===== config.mk =====
export PLATFORM = sky130hd
export DESIGN_NAME = rtc_serial_slave
export DESIGN_NICKNAME = d
export VERILOG_FILES = /design/src/rtl/rtc_pkg.sv /design/src/rtl/rtc_serial_rx.sv /design/src/rtl/rtc_reg_bank.sv /design/src/rtl/rtc_xfer_fsm.sv /design/src/rtl/rtc_serial_slave.sv
export SDC_FILE = /design/constraint.sdc
export NUM_CORES = 1
export LEC_CHECK = 0
export BUFFER_PORTS_ARGS = -buffer_cell sky130_fd_sc_hd__buf_2
export CORE_MARGIN = 2
export CORE_UTILIZATION = 45
export DETAILED_ROUTE_END_ITERATION = 16
export MAX_ROUTING_LAYER = met4
export PLACE_DENSITY = 0.65
export REMOVE_ABC_BUFFERS = 1
export SLEW_MARGIN = 20
export SYNTH_ARGS = -nofsm -noshare
export SYNTH_HDL_FRONTEND = slang
export SYNTH_HIERARCHICAL = 1
export SYNTH_SLANG_ARGS = --single-unit

===== constraint.sdc =====
create_clock -name clk -period 2.7 [get_ports clk]
set_input_delay 0.54 -clock clk [delete_from_list [all_inputs] [get_ports clk]]
set_output_delay 0.54 -clock clk [all_outputs]
set_load 0.05 [all_outputs]

===== src/rtl/rtc_pkg.sv =====
package rtc_pkg;
    localparam int BYTE_W     = 8;
    localparam int NUM_REGS   = 8;
    localparam int NUM_TIME   = 7;
    localparam int ADDR_W     = 6;
    localparam int CTRL_IDX   = 7;
    localparam int WP_BIT     = 7;
    localparam logic [ADDR_W-1:0] BURST_ADDR = 6'h1F;

    typedef enum logic [2:0] {
        ST_IDLE,
        ST_CMD,
        ST_WDATA,
        ST_RDATA,
        ST_SKIP
    } xfer_state_e;

    // Power-on contents: date, month and weekday start at 1, control has protect set.
    function automatic logic [BYTE_W-1:0] reset_value(input int idx);
        case (idx)
            3, 4, 5:  return 8'h01;
            CTRL_IDX: return 8'h80;
            default:  return 8'h00;
        endcase
    endfunction
endpackage


===== src/rtl/rtc_serial_rx.sv =====
module rtc_serial_rx #(
    parameter int SYNC_STAGES = 2,
    parameter int BYTE_W      = 8,
    localparam int CNT_W      = $clog2(BYTE_W)
) (
    input  logic              clk,
    input  logic              rst_n,
    input  logic              ce_i,
    input  logic              sclk_i,
    input  logic              sdi_i,
    output logic              ce_s,
    output logic              fall,
    output logic [CNT_W-1:0]  bit_cnt,
    output logic              byte_done,
    output logic [BYTE_W-1:0] byte_val
);
    logic [SYNC_STAGES-1:0] ce_sync, sclk_sync, sdi_sync;
    logic                   sclk_prev;
    logic [BYTE_W-1:0]      shreg;
    logic                   sclk_s, sdi_s, rise;

    assign ce_s   = ce_sync[SYNC_STAGES-1];
    assign sclk_s = sclk_sync[SYNC_STAGES-1];
    assign sdi_s  = sdi_sync[SYNC_STAGES-1];
    assign rise   = sclk_s & ~sclk_prev;
    assign fall   = ~sclk_s & sclk_prev;

    always_ff @(posedge clk or negedge rst_n) begin
        if (!rst_n) begin
            ce_sync   <= '0;
            sclk_sync <= '0;
            sdi_sync  <= '0;
            sclk_prev <= 1'b0;
        end else begin
            ce_sync   <= {ce_sync[SYNC_STAGES-2:0], ce_i};
            sclk_sync <= {sclk_sync[SYNC_STAGES-2:0], sclk_i};
            sdi_sync  <= {sdi_sync[SYNC_STAGES-2:0], sdi_i};
            sclk_prev <= sclk_s;
        end
    end

    // Bit and byte counting; everything clears while enable is low.
    always_ff @(posedge clk or negedge rst_n) begin
        if (!rst_n) begin
            bit_cnt   <= '0;
            shreg     <= '0;
            byte_done <= 1'b0;
            byte_val  <= '0;
        end else if (!ce_s) begin
            bit_cnt   <= '0;
            shreg     <= '0;
            byte_done <= 1'b0;
        end else begin
            byte_done <= 1'b0;
            if (rise) begin
                shreg <= {sdi_s, shreg[BYTE_W-1:1]};
                if (bit_cnt == CNT_W'(BYTE_W-1)) begin
                    bit_cnt   <= '0;
                    byte_val  <= {sdi_s, shreg[BYTE_W-1:1]};
                    byte_done <= 1'b1;
                end else begin
                    bit_cnt <= bit_cnt + 1'b1;
                end
            end
        end
    end
endmodule


===== src/rtl/rtc_reg_bank.sv =====
module rtc_reg_bank #(
    parameter int NUM_REGS = rtc_pkg::NUM_REGS,
    parameter int NUM_TIME = rtc_pkg::NUM_TIME,
    parameter int BYTE_W   = rtc_pkg::BYTE_W,
    parameter int CTRL_IDX = rtc_pkg::CTRL_IDX,
    parameter int WP_BIT   = rtc_pkg::WP_BIT,
    localparam int IDX_W   = $clog2(NUM_REGS)
) (
    input  logic                       clk,
    input  logic                       rst_n,
    input  logic                       wr_en,
    input  logic [IDX_W-1:0]           wr_addr,
    input  logic [BYTE_W-1:0]          wr_data,
    input  logic                       ld_en,
    input  logic [NUM_TIME*BYTE_W-1:0] ld_time,
    output logic [NUM_REGS*BYTE_W-1:0] regs_flat,
    output logic                       wp
);
    localparam logic [BYTE_W-1:0] WP_MASK = BYTE_W'(1) << WP_BIT;

    logic [BYTE_W-1:0] reg_q [NUM_REGS];

    assign wp = reg_q[CTRL_IDX][WP_BIT];

    for (genvar g = 0; g < NUM_REGS; g++) begin : g_reg
        logic host_hit;
        assign host_hit = wr_en && (wr_addr == IDX_W'(g));
        assign regs_flat[g*BYTE_W +: BYTE_W] = reg_q[g];

        if (g == CTRL_IDX) begin : g_ctrl
            always_ff @(posedge clk or negedge rst_n) begin
                if (!rst_n)        reg_q[g] <= rtc_pkg::reset_value(g);
                else if (host_hit) reg_q[g] <= wr_data & WP_MASK;
            end
        end else if (g < NUM_TIME) begin : g_time
            always_ff @(posedge clk or negedge rst_n) begin
                if (!rst_n)                reg_q[g] <= rtc_pkg::reset_value(g);
                else if (host_hit && !wp)  reg_q[g] <= wr_data;
                else if (ld_en)            reg_q[g] <= ld_time[g*BYTE_W +: BYTE_W];
            end
        end else begin : g_fixed
            always_ff @(posedge clk or negedge rst_n) begin
                if (!rst_n) reg_q[g] <= rtc_pkg::reset_value(g);
            end
        end
    end
endmodule


===== src/rtl/rtc_xfer_fsm.sv =====
module rtc_xfer_fsm
    import rtc_pkg::*;
#(
    parameter int NUM_REGS = rtc_pkg::NUM_REGS,
    parameter int BYTE_W   = rtc_pkg::BYTE_W,
    parameter int ADDR_W   = rtc_pkg::ADDR_W,
    localparam int IDX_W   = $clog2(NUM_REGS),
    localparam int CNT_W   = $clog2(BYTE_W)
) (
    input  logic                       clk,
    input  logic                       rst_n,
    input  logic                       ce_s,
    input  logic                       fall,
    input  logic [CNT_W-1:0]           bit_cnt,
    input  logic                       byte_done,
    input  logic [BYTE_W-1:0]          byte_val,
    input  logic [NUM_REGS*BYTE_W-1:0] regs_flat,
    output logic                       wr_en,
    output logic [IDX_W-1:0]           wr_addr,
    output logic [BYTE_W-1:0]          wr_data,
    output logic                       sdo,
    output logic                       sdo_oe,
    output xfer_state_e                state
);
    localparam logic [IDX_W-1:0] LAST_IDX = IDX_W'(NUM_REGS-1);

    xfer_state_e       state_nx;
    logic              burst_q, valid_q, decode, advance;
    logic [IDX_W-1:0]  idx, idx_nx;
    logic [BYTE_W-1:0] cur_byte, sdo_r;
    logic [BYTE_W-1:0] snap [NUM_REGS];

    logic [ADDR_W-1:0] cmd_addr;
    logic              cmd_burst, cmd_valid, cmd_marker, cmd_read;
    logic [IDX_W-1:0]  cmd_start;

    assign cmd_marker = byte_val[BYTE_W-1];
    assign cmd_read   = byte_val[0];
    assign cmd_addr   = byte_val[ADDR_W:1];
    assign cmd_burst  = (cmd_addr == BURST_ADDR);
    assign cmd_valid  = cmd_burst || (cmd_addr < ADDR_W'(NUM_REGS));
    assign cmd_start  = cmd_burst ? '0 : cmd_addr[IDX_W-1:0];
    assign idx_nx     = idx + 1'b1;

    // State register.
    always_ff @(posedge clk or negedge rst_n) begin
        if (!rst_n) state <= ST_IDLE;
        else        state <= state_nx;
    end

    // Next state and outputs.
    always_comb begin
        state_nx = state;
        wr_en    = 1'b0;
        wr_addr  = idx;
        wr_data  = byte_val;
        decode   = 1'b0;
        advance  = 1'b0;
        sdo_oe   = 1'b0;
        unique case (state)
            ST_IDLE: begin
                if (ce_s) state_nx = ST_CMD;
            end
            ST_CMD: begin
                if (!ce_s) begin
                    state_nx = ST_IDLE;
                end else if (byte_done) begin
                    decode = 1'b1;
                    if (!cmd_marker)   state_nx = ST_SKIP;
                    else if (cmd_read) state_nx = ST_RDATA;
                    else               state_nx = ST_WDATA;
                end
            end
            ST_WDATA: begin
                if (!ce_s) begin
                    state_nx = ST_IDLE;
                end else if (byte_done) begin
                    wr_en = valid_q;
                    if (burst_q && idx != LAST_IDX) advance  = 1'b1;
                    else                            state_nx = ST_SKIP;
                end
            end
            ST_RDATA: begin
                sdo_oe = 1'b1;
                if (!ce_s) begin
                    state_nx = ST_IDLE;
                end else if (byte_done) begin
                    if (burst_q && idx != LAST_IDX) advance  = 1'b1;
                    else                            state_nx = ST_SKIP;
                end
            end
            ST_SKIP: begin
                if (!ce_s) state_nx = ST_IDLE;
            end
            default: state_nx = ST_IDLE;
        endcase
    end

    // Command fields, snapshot and read shifter.
    always_ff @(posedge clk or negedge rst_n) begin
        if (!rst_n) begin
            burst_q  <= 1'b0;
            valid_q  <= 1'b0;
            idx      <= '0;
            cur_byte <= '0;
            sdo_r    <= '0;
            for (int k = 0; k < NUM_REGS; k++) snap[k] <= '0;
        end else begin
            if (decode) begin
                burst_q <= cmd_burst;
                valid_q <= cmd_valid;
                idx     <= cmd_start;
                for (int k = 0; k < NUM_REGS; k++) snap[k] <= regs_flat[k*BYTE_W +: BYTE_W];
                cur_byte <= cmd_valid ? regs_flat[cmd_start*BYTE_W +: BYTE_W] : '0;
            end
            if (advance) begin
                idx      <= idx_nx;
                cur_byte <= snap[idx_nx];
            end
            if (state == ST_RDATA && fall) sdo_r <= {{(BYTE_W-1){1'b0}}, cur_byte[bit_cnt]};
            else if (state != ST_RDATA)    sdo_r <= '0;
        end
    end

    assign sdo = sdo_r[0];
endmodule


===== src/rtl/rtc_serial_slave.sv =====
module rtc_serial_slave
    import rtc_pkg::*;
#(
    parameter int SYNC_STAGES = 2
) (
    input  logic                       clk,
    input  logic                       rst_n,
    input  logic                       ce,
    input  logic                       sclk,
    input  logic                       sdi,
    output logic                       sdo,
    output logic                       sdo_oe,
    input  logic                       ld_en,
    input  logic [NUM_TIME*BYTE_W-1:0] ld_time,
    output logic [NUM_TIME*BYTE_W-1:0] time_regs,
    output logic                       wp_out
);
    localparam int IDX_W = $clog2(NUM_REGS);
    localparam int CNT_W = $clog2(BYTE_W);

    logic                       ce_s, fall, byte_done, wr_en;
    logic [CNT_W-1:0]           bit_cnt;
    logic [BYTE_W-1:0]          byte_val, wr_data;
    logic [IDX_W-1:0]           wr_addr;
    logic [NUM_REGS*BYTE_W-1:0] regs_flat;
    xfer_state_e                fsm_state;

    rtc_serial_rx #(.SYNC_STAGES(SYNC_STAGES), .BYTE_W(BYTE_W)) u_rx (
        .clk(clk), .rst_n(rst_n), .ce_i(ce), .sclk_i(sclk), .sdi_i(sdi),
        .ce_s(ce_s), .fall(fall), .bit_cnt(bit_cnt),
        .byte_done(byte_done), .byte_val(byte_val)
    );

    rtc_xfer_fsm u_fsm (
        .clk(clk), .rst_n(rst_n), .ce_s(ce_s), .fall(fall), .bit_cnt(bit_cnt),
        .byte_done(byte_done), .byte_val(byte_val), .regs_flat(regs_flat),
        .wr_en(wr_en), .wr_addr(wr_addr), .wr_data(wr_data),
        .sdo(sdo), .sdo_oe(sdo_oe), .state(fsm_state)
    );

    rtc_reg_bank u_bank (
        .clk(clk), .rst_n(rst_n), .wr_en(wr_en), .wr_addr(wr_addr),
        .wr_data(wr_data), .ld_en(ld_en), .ld_time(ld_time),
        .regs_flat(regs_flat), .wp(wp_out)
    );

    assign time_regs = regs_flat[NUM_TIME*BYTE_W-1:0];
endmodule


==> metrics list, run 1 <==
- Result of the run: completed
- Count of cells resized by post-cts repair: 0
- 121 I/O pins were placed.
- Final worst clock skew: 0.00997 ns
* Cell Pwr Density: about 590 mW/mm^2
- Leaving out fill and tap cells, the most frequent cells in the layout are sky130_fd_sc_hd__mux2_2, sky130_fd_sc_hd__dfrtp_1, sky130_fd_sc_hd__buf_2.
- Initial antenna violation count: 0
- Setup total negative slack on the finished layout was measured at 0 ns.
* Die Width: roughly 140 um
- TritonCTS Buffers: 17
- After synthesis the cells add up to 0.00854 sq mm.
- First-iteration detailed-routing DRC count: 376
- In the routed design, unresolved DRC markers number 0.
- The first detailed-routing pass took 5 iterations.
- The worst setup path is launched from a flop.
* Unique masters post-synth: 51
* TritonCTS clock tree: yes
* Routability cong.: 0.892
* Ratio of routed vias to standard cells: 5.76
- Clock-pin slew of the registers on the worst-case setup and hold paths: 0.06 ns
- After routing the design area is between 0.009 and 0.01 sq mm.
- First-pass GRT wire length: 33.3 mm
* Minimum clock period after layout: 2.35 ns
- Most common cell after layout, fill and taps aside: sky130_fd_sc_hd__mux2_2
* Worst-margin pin slew: 0.769 ns
- Once detail routing completed, the nets flagged for antenna violations numbered 0.
- Die height: 142 um
- Hold violation count in the final report: 0
* Average wire length per cell after detail routing: 20.9 um
* Leak: approximately 0.0045 uW
- At the end of the flow the core is filled with cells to between 50% and 60%.
- Dividing the final minimum period by the clock period gives between 80% and 90%.
- CTS built an H-tree with a depth of 4.
- Buffers placed on the I/O ports in this run total 120.
- Number of global-route vias before repair: ~6000
* # diodes: 0
- Area inside the core boundary: 0.0186 sq mm
- Most used DFF post-synth: sky130_fd_sc_hd__dfrtp_1
* Number of hold buffers added after cts: 0
- Summing all placed instances gives a cell area of 0.00938 sq mm.
* Cell-by-cell listing of the critical path: nand4b_1, nor3_2, nand3b_1, or3_1, mux2_4
- Summed over all layers, the routed wires come to 21.1 mm.
* Highest ir drop seen on vdd: 0.000458 V
- Total global routing track utilization: 22.4%
* Share of synthesized registers carrying an async set or reset: 100%
* Synth warnings: 6
* Mean instance size in the synthesized netlist: 13.2 sq um
* Worst setup EP type: flop
* Setup repair after global routing missed its margin: false
* Final setup violating endpoints: 0
- Sum of net half-perimeters after detailed placement: 14.5 mm
- The slowest stage of the critical path belongs to the cell sky130_fd_sc_hd__or3_1.
* Via count: around 5800
- Gate count after technology mapping: 649
* Data required time of the worst path: ~3.0 ns
- Crit-path max FO: 8
* Clock Sinks: 164
- Seq/Total Area, Yosys: between 40 and 50%
- Leftover overflow at the end of global routing: 0
- Area added between synthesis and finish: 16.5%
* Starting utilization of the core area: approximately 46%
- Maximum buffer depth of the clock tree: 2
- Fmax: 0.426 GHz
- Worst skew pair latency: 0.43 ns
- Across the run, the number of max-cap violations was 0.
- The die covers ~0.020 sq mm.
- For this run, the post-layout net count is 829.
* Root Buffer: sky130_fd_sc_hd__clkbuf_16
* Fraction of final layout cells with drive strength greater than 1: 52.7%
* CP peak stage delay: 0.62 ns
- Number of enable-type register cells in the synthesized netlist: 0
- Number of synthesized register bits: 164
- Normalized max-slew margin: 48.5%
- Crit Path Category: reg2reg
- Final count of pins violating max slew: 0
- The initialized floorplan defines 50 standard-cell rows.
- For the worst setup path, the data arrival time is between 2 and 3 ns.
- Number of buffers inserted to repair setup after CTS: 0
* Worst min path class: in2async
- Pin count of the biggest net entering global routing: just over 70
[worst max-delay path: cells and delay by family, from the launching register on]
family / cells / cell delay [ns]
muxes: 1 / 0.40
DFF: 1 / 0.43
and+or+nand+nor: 4 / 1.39
[metal layers]
metal	part of all wire [%]	track usage (%)	up-vias	routed length [um]
li1	-	-	2625	-
met1	45	29.5	2969	9570
met2	48	35.4	193	10000
met3	4.3	3.37	31	898
met4	2.8	8.32	0	586
met5	0	-	-	0
[worst paths after layout]
kind | depth (start not counted) | slack (ns) | startpoint | to
min in group clk | 1 | 0.22 | sclk | u_rx/sclk_sync[0]
max reg2reg | 5 | 0.35 | u_fsm/state[2] | u_bank/regs_flat[38]
max | 5 | 0.35 | u_fsm/state[2] | u_bank/regs_flat[38]
max in group asynchronous | 2 | 1.91 | rst_n | u_bank/regs_flat[63]
min reg2reg | 0 | 0.36 | u_rx/sclk_sync[0] | u_rx/sclk_sync[1]
min | 1 | 0.05 | rst_n | u_bank/regs_flat[49]
[synthesized netlist by cell type, drive strengths merged (4+ instances only)]
cell	instances	area, sq um
a211oi	9	67.6
a21boi	10	75.1
a21oi	10	50.1
buf	46	288
clkbuf	11	41.3
dfrtp	160	4000
dfstp	4	105
ha	4	50.1
inv	6	22.5
mux2	201	2320
mux2i	10	100
mux4	18	405
nand2	40	150
nand2b	4	25.0
nand3	6	42.5
nand3b	18	135
nor2	4	17.5
nor2b	5	38.8
o21ai	19	95.1
o22a	8	70.1
o22ai	9	56.3
o41ai	8	70.1
or3	11	68.8
[cell families after synthesis]
kind of cell	share of synthesized area, %
multiplexers	33.1
flip-flops	48.1
AND/OR/NAND/NOR	7.27
AO/OA/AOI/OAI	6.61
buffers and inverters	4.12
adder cells (fa/ha/maj)	0.586
other	0.0439
XOR/XNOR	0.103
[state kept, by name (all words and copies together) (netlist names)]
register          flops
u_fsm/sdo_r           1
u_rx/sdi_sync         2
u_rx/bit_cnt          3
u_fsm/cur_byte        8
u_rx/sclk_prev        1
u_rx/ce_sync          2
u_rx/shreg            7
u_fsm/valid_q         1
u_fsm/wr_addr         3
u_rx/sclk_sync        2
u_fsm/snap           64
u_fsm/burst_q         1
u_rx/byte_done        1
u_rx/byte_val         8
u_bank/regs_flat     57
u_fsm/state           3
[power breakdown]
group | leakage (uW) | switching (uW) | internal (uW)
Clock | 0.000263 | 1020 | 1300
Combinational | 0.00212 | 507 | 309
Sequential | 0.00210 | 125 | 2560
[through the flow]
step / hold slack, ns / total power, uW / setup WS, ns / instances
floorplan: 0.244 / 3260 / -0.751 / 598
global placement: 0.333 / 3530 / 0.340 / 978
detailed placement: 0.346 / 3550 / 0.227 / 978
CTS: 0.0604 / 5870 / 0.236 / 1010
global route: 0.0804 / 6050 / 0.195 / 1010
finish: 0.0462 / 5820 / 0.355 / 1010
[layout make-up]
| class | instances | area [sq um] |
|---|---|---|
| clock buffers | 19 | 443 |
| clock inverters | 13 | 125 |
| fillers | 1633 | 8690 |
| inverters | 6 | 22.5 |
| multi-input cells | 428 | 4100 |
| flip-flops and latches | 164 | 4110 |
| well taps | 234 | 293 |
| repair buffers | 146 | 852 |
No activity file was read; power rests on OpenSTA's default activity.
==> inputs of run 2 (changes only) <==
- CORE_MARGIN: 2 -> 10
- PLACE_DENSITY: 0.65 -> unset
- PLACE_DENSITY_LB_ADDON: unset -> 0.1
==> run 2 against run 1 <==
  * Combinational power is 2% higher
  * Clock power up 11%
  * Largest cell class unchanged
  * Fmax shrank 5.1%
==> metrics list, run 2 (synthesized netlist as in run 1, its figures left out) <==
* Startpoint type of the worst setup path: flop
- Detailed placement ended at an HPWL of 15.7 mm.
- The register with the most flip-flops in the layout has 64 of them.
- The clock reaches the later pin of the worst-skew pair after around 0.43 ns.
- For this run, design rule violations remaining after detail routing come to 0.
- Leftover overflow at the end of global routing: 0
* Final worst clock skew: 0.00753 ns
* Die Width: 158 um
- Number of detailed-route iterations in the first pass: 4
- Fmax: 0.405 GHz
- # diodes: 0
- Setup repair after global routing missed its margin: false
* Via count: 5727
* Area inside the core boundary: 0.0187 sq mm
- Final setup violating endpoints: 0
- Die height: 158 um
- The H-tree was split into 4 levels.
- After routing the design area is 0.0100 sq mm.
- Highest ir drop seen on vdd: a little under 0.0005 V
- Fraction of final layout cells with drive strength greater than 1: 52.3%
* Count of cells resized by post-cts repair: 0
- Data required time of the worst path: 3.01 ns
- Buffers inserted to repair hold after CTS numbered 0.
- Total detailed-routing wirelength: 22.5 mm
- After routing, the total negative slack on setup checks comes to 0 ns.
* Post-Place Cells: 979
* Crit share post-route: 91.5%
* Num rows: 50
* Antenna-violating nets left: 0
- Initial antenna violation count: 0
- Library cell contributing the largest single delay on the critical path: sky130_fd_sc_hd__or3_1
* TritonCTS clock tree: yes
- The count of final hold-check violations came to 0.
- Root Buffer: sky130_fd_sc_hd__clkbuf_16
- Entering global routing, the biggest net connects 62 pins.
- Routability cong.: around 0.84
- The count of pins over their slew limit came to 0.
- Number of fillers in the final layout: between 1500 and 2000
- Buf/Inv on CP: 0
* Family with the most delay on the worst path: simple AND/OR/NAND/NOR gates
- STA classifies the critical path endpoint as a flop.
- Final Net Count: 830
* First-iteration detailed-routing DRC count: 382
* Number of global-route vias before repair: 6157
* Highest-count cells in the layout ignoring fill and taps: sky130_fd_sc_hd__mux2_2, sky130_fd_sc_hd__dfrtp_1, sky130_fd_sc_hd__buf_2
* Logic depth of the worst register-to-register path: 5
- Maximum buffer depth of the clock tree: 2
- Leaving out fill and tap cells, the most frequent cell in the layout is sky130_fd_sc_hd__mux2_2.
- Of all nets on the critical path, the largest fanout is 8.
- Walking the worst path, the cells encountered are nand4b_1, nor3_1, nand3b_1, or3_1, mux2_4.
- The count of cells in the finished layout, fillers not included, comes to ~1000.
* Overall die area: 0.0249 sq mm
* Area added between synthesis and finish: 17.5%
* Final setup slack of the worst path: 0.228 ns
* Clock Sinks: 164
- The first global-routing pass estimated 36.0 mm of wire.
- Clock-pin slew was measured on the worst setup and hold paths at 0.06 ns.
- Buffers placed on the I/O ports in this run total 120.
* Total global routing track utilization: 19.3%
- Register name with the most flops: u_fsm/snap
* IO Pins: 121
* Cell Pwr Density: 607 mW/mm^2
- The critical path in this run is classified as reg2reg.
* Ratio of routed vias to standard cells: about 5.7
- Leak: 0.00453 uW
- Max Cap Violations: 0
- CP peak stage delay: 0.62 ns
- The min-delay analysis places its worst path in the category in2async.
- At the pin with the least slew margin, the transition time is 0.790 ns.
* Average wire length per cell after detail routing: 22.2 um
- Normalized max-slew margin: 47.1%
- The initial utilization of the core area, before any placement, comes to approximately 46%.
- The placed instances occupy a cell area of approximately 0.0094 sq mm.
- Worst path arrival time: 2.78 ns
- The smallest clock period supported by the final layout is computed as 2.47 ns.
- DP Worst Slack: 0.239 ns
- The number of clock buffers added by TritonCTS is 17.
* Number of buffers inserted to repair setup after CTS: 0
- The flow ran to the end, and the final reports show no timing, DRC or antenna violations.
* Depth of the critical timing path with buffers and inverters included: 5
[run 2: stage by stage]
stage | util (%) | hold WS (ns) | total power, uW
floorplan | - | 0.244 | 3260
global placement | 50.3 | 0.334 | 3550
detailed placement | 50.3 | 0.335 | 3570
CTS | 53.6 | 0.115 | 6140
global route | 53.6 | 0.144 | 6310
finish | 53.6 | 0.100 | 6080
[run 2: worst paths after layout]
path	startpoint	endpoint	slack, ns
setup / recovery	u_fsm/state[2]	u_bank/regs_flat[34]	0.23
max in group asynchronous	rst_n	u_bank/regs_flat[32]	1.91
hold reg to reg	u_rx/sdi_sync[0]	u_rx/sdi_sync[1]	0.35
hold / removal	rst_n	u_bank/regs_flat[54]	0.10
min in group clk	sdi	u_rx/sdi_sync[0]	0.22
setup reg to reg	u_fsm/state[2]	u_bank/regs_flat[34]	0.23
[run 2: metal layers]
metal	part of all wire (%)	GRT usage [%]	vias up
li1	-	-	2621
met1	47	25.4	2937
met2	47	29.6	140
met3	4.7	3.47	29
met4	1.5	6.19	0
met5	0	-	-
[run 2: power breakdown]
part | switching (uW) | internal (uW) | total, uW
clock network | 972 | 1600 | 2570
registers | 122 | 2560 | 2680
logic | 519 | 311 | 831
total | 1610 | 4470 | 6080
[run 2: layout make-up]
| class | instances | area, sq um | area share (%) |
|---|---|---|---|
| clock inverter | 9 | 151 | 1.51 |
| inverter | 6 | 22.5 | 0.225 |
| tap | 234 | 293 | 2.92 |
| sequential | 164 | 4110 | 41.0 |
| multi-input combinational | 428 | 4100 | 40.9 |
| clock buffer | 23 | 468 | 4.67 |
| timing repair buffer | 147 | 885 | 8.82 |
